===== src/rtl/rmii_os_rx.sv =====
module rmii_os_rx #(
  parameter int          STALL_LIM = 16,
  parameter int          LEN_W     = 16,
  parameter logic [31:0] CRC_RES   = 32'hDEBB20E3
) (
  input  logic             clk,
  input  logic             rst_n,
  input  logic             ref_clk_i,
  input  logic [1:0]       rxd_i,
  input  logic             crs_dv_i,
  output logic [7:0]       out_data,
  output logic             out_valid,
  output logic             out_sof,
  output logic             out_eof,
  output logic             out_good,
  output logic [LEN_W-1:0] out_len
);

  localparam int SW = $clog2(STALL_LIM + 1);

  typedef enum logic [1:0] {S_IDLE, S_HUNT, S_DATA} st_t;

  logic [1:0] ref_q, crs_q, rxd_a, rxd_b;
  logic       ref_d;

  always_ff @(posedge clk or negedge rst_n)
    if (!rst_n) begin
      ref_q <= '0; crs_q <= '0; rxd_a <= '0; rxd_b <= '0; ref_d <= 1'b0;
    end else begin
      ref_q <= {ref_q[0], ref_clk_i};
      crs_q <= {crs_q[0], crs_dv_i};
      rxd_a <= rxd_i;
      rxd_b <= rxd_a;
      ref_d <= ref_q[1];
    end

  wire       rise = ref_q[1] & ~ref_d;
  wire [1:0] dib  = rxd_b;
  wire       dv   = crs_q[1];

  st_t              st;
  logic             lowprev, first;
  logic [1:0]       dcnt;
  logic [5:0]       sh;
  logic [31:0]      crc;
  logic [LEN_W-1:0] nbytes;
  logic [SW-1:0]    scnt;

  wire       stall    = (scnt == SW'(STALL_LIM));
  wire [7:0] byte_nxt = {dib, sh};

  function automatic logic [31:0] crc_byte(input logic [31:0] c, input logic [7:0] b);
    logic [31:0] r;
    r = c ^ {24'd0, b};
    for (int i = 0; i < 8; i++)
      r = r[0] ? ((r >> 1) ^ 32'hEDB88320) : (r >> 1);
    return r;
  endfunction

  always_ff @(posedge clk or negedge rst_n)
    if (!rst_n)                  scnt <= '0;
    else if (rise || st == S_IDLE) scnt <= '0;
    else if (!stall)             scnt <= scnt + 1'b1;

  always_ff @(posedge clk or negedge rst_n)
    if (!rst_n) begin
      st <= S_IDLE; lowprev <= 1'b0; first <= 1'b0; dcnt <= '0; sh <= '0;
      crc <= '1; nbytes <= '0;
      out_data <= '0; out_valid <= 1'b0; out_sof <= 1'b0; out_eof <= 1'b0;
      out_good <= 1'b0; out_len <= '0;
    end else begin
      out_valid <= 1'b0;
      out_sof   <= 1'b0;
      out_eof   <= 1'b0;
      if (st == S_DATA && stall) begin
        out_eof  <= 1'b1;
        out_good <= 1'b0;
        out_len  <= nbytes;
        st       <= S_IDLE;
      end else if (st == S_HUNT && stall) begin
        st <= S_IDLE;
      end else if (rise) begin
        case (st)
          S_IDLE: begin
            lowprev <= 1'b0; first <= 1'b1; dcnt <= '0; crc <= '1; nbytes <= '0;
            if (dv && dib != 2'b00)
              st <= (dib == 2'b11) ? S_DATA : S_HUNT;
          end
          S_HUNT: begin
            if (!dv) begin
              lowprev <= 1'b1;
              if (lowprev) st <= S_IDLE;
            end else begin
              lowprev <= 1'b0;
              if (dib == 2'b11) st <= S_DATA;
            end
          end
          S_DATA: begin
            if (!dv) begin
              lowprev <= 1'b1;
              if (lowprev) begin
                out_eof  <= 1'b1;
                out_good <= (crc == CRC_RES) && (dcnt == 2'd0) && (nbytes >= LEN_W'(4));
                out_len  <= nbytes;
                st       <= S_IDLE;
              end
            end else begin
              lowprev <= 1'b0;
              dcnt    <= dcnt + 1'b1;
              sh      <= {dib, sh[5:2]};
              if (dcnt == 2'd3) begin
                out_data  <= byte_nxt;
                out_valid <= 1'b1;
                out_sof   <= first;
                first     <= 1'b0;
                crc       <= crc_byte(crc, byte_nxt);
                nbytes    <= nbytes + 1'b1;
              end
            end
          end
          default: st <= S_IDLE;
        endcase
      end
    end

endmodule


===== config.mk =====
export PLATFORM = sky130hd
export DESIGN_NAME = rmii_os_rx
export DESIGN_NICKNAME = d
export VERILOG_FILES = /design/src/rtl/rmii_os_rx.sv
export SDC_FILE = /design/constraint.sdc
export NUM_CORES = 1
export LEC_CHECK = 0
export ABC_AREA = 1
export BUFFER_PORTS_ARGS = -buffer_cell sky130_fd_sc_hd__buf_4
export CAP_MARGIN = 20
export CORE_UTILIZATION = 50
export CTS_BUF_LIST = sky130_fd_sc_hd__clkbuf_8
export CTS_CLUSTER_SIZE = 12
export DETAILED_ROUTE_END_ITERATION = 8
export PLACE_DENSITY_LB_ADDON = 0.08
export SYNTH_ARGS = -nofsm -noshare
export SYNTH_HDL_FRONTEND = slang
export SYNTH_SLANG_ARGS = --single-unit

===== constraint.sdc =====
create_clock -name clk -period 4.47 [get_ports clk]
set_input_delay 0.6705 -clock clk [delete_from_list [all_inputs] [get_ports clk]]
set_output_delay 0.6705 -clock clk [all_outputs]
set_load 0.05 [all_outputs]

# ---- Yosys cells after proc, flatten, opt, wreduce, memory -nomap -nowiden
# Cells that the tools add are included.
dict set report word_totals {
  ff_bits 102
  inputBits 6
  word_cells 136
  out_inout_bits 28
}
dict set report op_classes {
  n_addsub 3
  eq_ne 14
  muxes 63
  bitwise_logic 13
  reduce_logical 23
  n_lt_le_gt_ge 1
}
# cell n
set op_table {}
lappend op_table {{two-way mux 32 bit} 10}
lappend op_table {{two-way mux 16 bit} 8}
lappend op_table {{NOT 13 -> 14 bit} 8}
lappend op_table {{case mux 32 bit (2 select lines)} 1}
lappend op_table {{equality test 32 bit (second input constant)} 1}
lappend op_table {{case mux 16 bit (2 select lines)} 1}
lappend op_table {{bitwise XOR 32 x 8 -> 32 bit} 1}
lappend op_table {{two-way mux 1 bit} 27}
lappend op_table {{two-way mux 2 bit} 10}
lappend op_table {{adder 16 x 1 -> 16 bit (second input constant)} 1}
lappend op_table {{>= comparator 16 x 3 -> 1 bit (second input constant)} 1}
lappend op_table {{AND reduction 5 bit} 3}
lappend op_table {{AND reduction 6 bit} 2}
lappend op_table {{nonzero test 2 bit} 6}
lappend op_table {{two-way mux 5 bit} 2}
lappend op_table {{AND reduction 4 bit} 2}
lappend op_table {{equality test 2 bit (second input constant)} 3}
lappend op_table {{!= test 2 x 1 -> 1 bit (second input constant)} 3}
lappend op_table {{case mux 2 bit (3 select lines)} 1}
lappend op_table {{adder 5 x 1 -> 5 bit (second input constant)} 1}
lappend op_table {{equality test 5 bit (second input constant)} 1}
lappend op_table {{logical AND 1 bit} 5}
lappend op_table {{!= test 5 x 3 -> 1 bit (second input constant)} 1}
lappend op_table {{logical NOT 2 bit} 2}
lappend op_table {{12 further kinds} 16}

# ---- Logic depth before layout (Yosys ltp)
dict set report depth {
  word_depth 20
  ltp_mapped 13
  mapped_depth_nobuf 13
}

# ---- Worst setup path before layout
# No wires, ideal clock.
dict set report synth_path {
  kind {reg-to-reg}
  start {register st[0]}
  end {register out_data[6]}
  required_ns 4.343
  slack_ns 2.739
  setup_ns 0.127
  n_path_buf 2
  t_arrival_ns 1.603
  period_less_slack_ns 1.731
  path_stages_with_launch 10
  path_cell_list {dfrtp_1 -> inv_1 -> ha_1 -> buf_2 -> nand4_4 -> nor2_4 -> inv_2 -> buf_2 -> nand2_1 -> o21ai_0}
}
dict set report synth_between {
  elab_chain_cells 4
  word_cells_on_any_way 7
  cone_classes {eq/ne: 2; bitwise: 2; reduce/logical: 3}
}
# element line_no
set synth_lines {}
lappend synth_lines {{start: declaration} 41} ;# st_t st;
lappend synth_lines {{start signal: assignment} 87} ;# st <= (dib == 2'b11) ? S_DATA : S_HUNT;
lappend synth_lines {{equality test 2 x 1 -> 1 bit / equality test 2 bit (equally long branches)} {80, 75, 83}}
lappend synth_lines {{logical AND 1 bit (on tied branches)} {80, 75}}
lappend synth_lines {{NOT 1 bit (no line)} -}
lappend synth_lines {{AND reduction 6 bit (no line) (*)} -}
lappend synth_lines {{end signal: assignment} 112} ;# out_data <= byte_nxt;
lappend synth_lines {{end: declaration} 11} ;# output logic [7:0] out_data,
# Mark *: on every way between the ends. The rest lies on a longest branch, timed or not.
# A chain may end at the register's enable or synchronous reset.

# ---- Worst setup path after layout
dict set report layout_path {
  start {register st[0]}
  end {register nbytes[3]}
}
dict set report layout_between {
  elab_chain_cells 4
  word_cells_on_any_way 12
  cone_classes {eq/ne: 4; mux: 1; bitwise: 2; reduce/logical: 5}
}
# element line_no
set layout_lines {}
lappend layout_lines {{branches (longest 4 deep; another with AND reduction 6 bit)} -}
lappend layout_lines {{end signal: assignment} 117} ;# nbytes <= nbytes + 1'b1;
lappend layout_lines {{end: declaration} 46} ;# logic [LEN_W-1:0] nbytes;
# Parallel ways; which one is timed is not known.

==> results.json <==
{
  "worstReg2RegEnd": "nbytes[3]",
  "vias_per_cell": 5.27,
  "met3_usage": 0.0480,
  "synthArstFlopShare": 1.00,
  "syn-num-nets": 735,
  "reg2reg_depth": 11,
  "port_buffers": 33,
  "n_fill_cell": 980,
  "start_util": 0.524,
  "drt-wirelength-per-cell_um": 15.0,
  "drv_slew": 0,
  "post-route-period-util": 0.604,
  "first_iter_violations": 292,
  "p_per_area_mw_per_mm2": 677,
  "synth_ff_type": "dfrtp_1",
  "fin_util": 0.574,
  "fin_worst_skew_ns": 0.0121,
  "drive_gt1_frac": 0.161,
  "yosys_warnings": 0,
  "grtUsageMet2": 0.406,
  "syn-instance-count": 718,
  "postSynthAreaPerCell_um2": 8.09,
  "cts_tree": "yes",
  "yosysSeqAreaShare": 0.446,
  "critPathRequiredTime_ns": 4.75,
  "status": "completed",
  "worstPathMaxFanout": 37,
  "hp-class": "input pin to async pin",
  "ios": 34,
  "fin_setup_tns_ns": 0,
  "ys_ff_latch": 102,
  "post-route-min-period_ns": 2.70,
  "first_pass_iters": 5,
  "cp-end-kind": "register",
  "postCtsHoldBufs": 0,
  "fmax_mhz": 371,
  "finalSetupViolations": 0,
  "core_area_mm2": 0.0111,
  "grt_pass1_vias": 4533,
  "diodes": 0,
  "clkSinkCount": 102,
  "core.rowCount": 38,
  "path_clk_slew_ns": 0.10,
  "hold_violations": 0,
  "antenna_left": 0,
  "leakage_nw": 3.16,
  "r2r-start": "st[0]",
  "final_nets": 763,
  "dr_total_vias": 4695,
  "multi_input_area_mm2": 0.00272,
  "die_area_mm2": 0.0120,
  "cts_root_buf": "clkbuf_8",
  "r2r_slack_ns": 1.77,
  "postCtsSetupRepairBufs": 0,
  "grt-ovfl-total": 0,
  "use_met1": 0.319,
  "tightest_slew_ns": 0.799,
  "synth.distinct_cells": 50,
  "ir_worst_vdd_mv": 0.528,
  "syn_area_mm2": 0.00581,
  "area_delta_synth_final_pct": 9.59,
  "die_w_um": 110,
  "grt_pass1_wl_um": 22100,
  "regArea_mm2": 0.00259,
  "cts.htree.levels": 3,
  "clock_latency_ns": 0.39,
  "drt_wl_total_um": 13300,
  "critPathLaunchType": "register",
  "place.gp.congestion": 0.881,
  "crit_arrival_ns": 2.98,
  "rsz0062_at_grt": "no",
  "criticalPathCategory": "register to register",
  "grt_max_degree": 81,
  "top_usage_layer": "met2",
  "drcViolationCount": 0,
  "relSlewSlack": 0.467,
  "maxCapViolCount": 0,
  "globalRouteTotalUtil": 0.246,
  "synth_edf_count": 0,
  "cts_resized": 0,
  "dp_hpwl_um": 9560,
  "grt_antenna_before_repair": 0,
  "cts_buffers": 9,
  "clk_path_buf_depth": 2,
  "die_height_um": 110
}
## where the power goes
group          switching [mW]  internal (mW)  leakage (nW)  total [mW]
logic                    1.51          0.739          1.77        2.25
clock network           0.334          0.318         0.111       0.652
registers               0.201           1.20          1.28        1.41
total                    2.05           2.26          3.16        4.31
## placed cells by master (no fill, tap or decap), types with 11 or more instances in the layout
master and instances:
a21oi_1 16, buf_4 35, dfrtp_1 70, dfstp_2 32, ha_1 11, inv_1 89
nand2_1 222, nand3_1 44, nand4_1 15, nor2_1 35, o21ai_0 30, xor2_1 39
## worst max path at each step
stage / slack [ns] / end / start / cells after the start
finish: 1.77 / nbytes[3] / st[0] / 11
CTS: 1.74 / nbytes[3] / st[0] / 11
global placement: 1.82 / nbytes[3] / st[0] / 11
detailed placement: 1.75 / nbytes[2] / st[0] / 11
floorplan: 2.74 / out_data[6] / st[0] / 9
global route: 1.51 / nbytes[3] / st[0] / 11
## registers in the layout, indices dropped and copies added, names as in the netlist
register   flops
lowprev        1
dcnt           2
out_valid      1
ref_d          1
nbytes        16
rxd_a          2
out_good       1
out_data       8
sh             6
out_len       16
crs_q          2
dib            2
out_sof        1
out_eof        1
scnt           5
first          1
crc           32
st             2
ref_q          2
## stage by stage
step	hold WS, ns	cells	setup slack [ns]	power, mW	cell area [µm²]
detailed placement	0.340	874	1.75	3.63	6110
floorplan	0.331	718	2.74	3.11	5810
CTS	0.363	890	1.74	4.30	6340
global placement	0.332	874	1.82	3.59	6110
global route	0.0783	891	1.51	4.68	6360
finish	0.107	891	1.77	4.31	6360
## worst max-delay path, stage by stage (launching register included)
cell and delay, ns:
dfrtp_1 0.43, inv_1 0.13, ha_1 0.49, inv_2 0.29
o21ai_1 0.22, nand3_2 0.10, inv_2 0.13, nand2_8 0.17
inv_4 0.32, nand2_1 0.15, nand2_1 0.10, nor2_1 0.04
## Yosys cell counts (all sizes together) (2+ instances only)
cell type	n	area, µm²
nor4	6	37.5
clkbuf	7	36.3
nand2	233	935
o21a	2	15.0
o31ai	8	60.1
or2	6	37.5
nand4	16	115
nor2	38	155
mux2	7	78.8
buf	12	93.8
o21ai	36	184
ha	11	138
nand3	46	248
nor3	9	45.0
a21oi	16	80.1
inv	96	363
dfrtp	70	1750
nand3b	2	15.0
o22ai	9	56.3
dfstp	32	841
a32oi	2	17.5
xnor2	6	71.3
xor2	40	369
## layer usage
layer | part of all wire | vias up
met5 | 0 | -
met4 | 0.020 | 0
met3 | 0.044 | 18
met2 | 0.48 | 114
met1 | 0.45 | 2224
li1 | - | 2339
## layout make-up
| type | count | area share |
|---|---|---|
| multi-input cells | 501 | 0.428 |
| flip-flops and latches | 102 | 0.407 |
| inverters | 96 | 0.0570 |
| repair buffers | 36 | 0.0456 |
| well taps | 140 | 0.0275 |
| clock buffers | 9 | 0.0195 |
| clock inverters | 7 | 0.0153 |
## cells by family (layout without fill, tap and decap cells)
logic type | Yosys count | count (layout) | synth area share
AND/OR/NAND/NOR | 357 | 357 | 0.275
buffers and inverters | 115 | 148 | 0.0849
flip-flops | 102 | 102 | 0.446
AO/OA/AOI/OAI | 80 | 80 | 0.0810
XOR/XNOR | 46 | 46 | 0.0758
adder cells (fa/ha/maj) | 11 | 11 | 0.0237
multiplexers | 7 | 7 | 0.0136
Power figures use the tool's default switching activity.
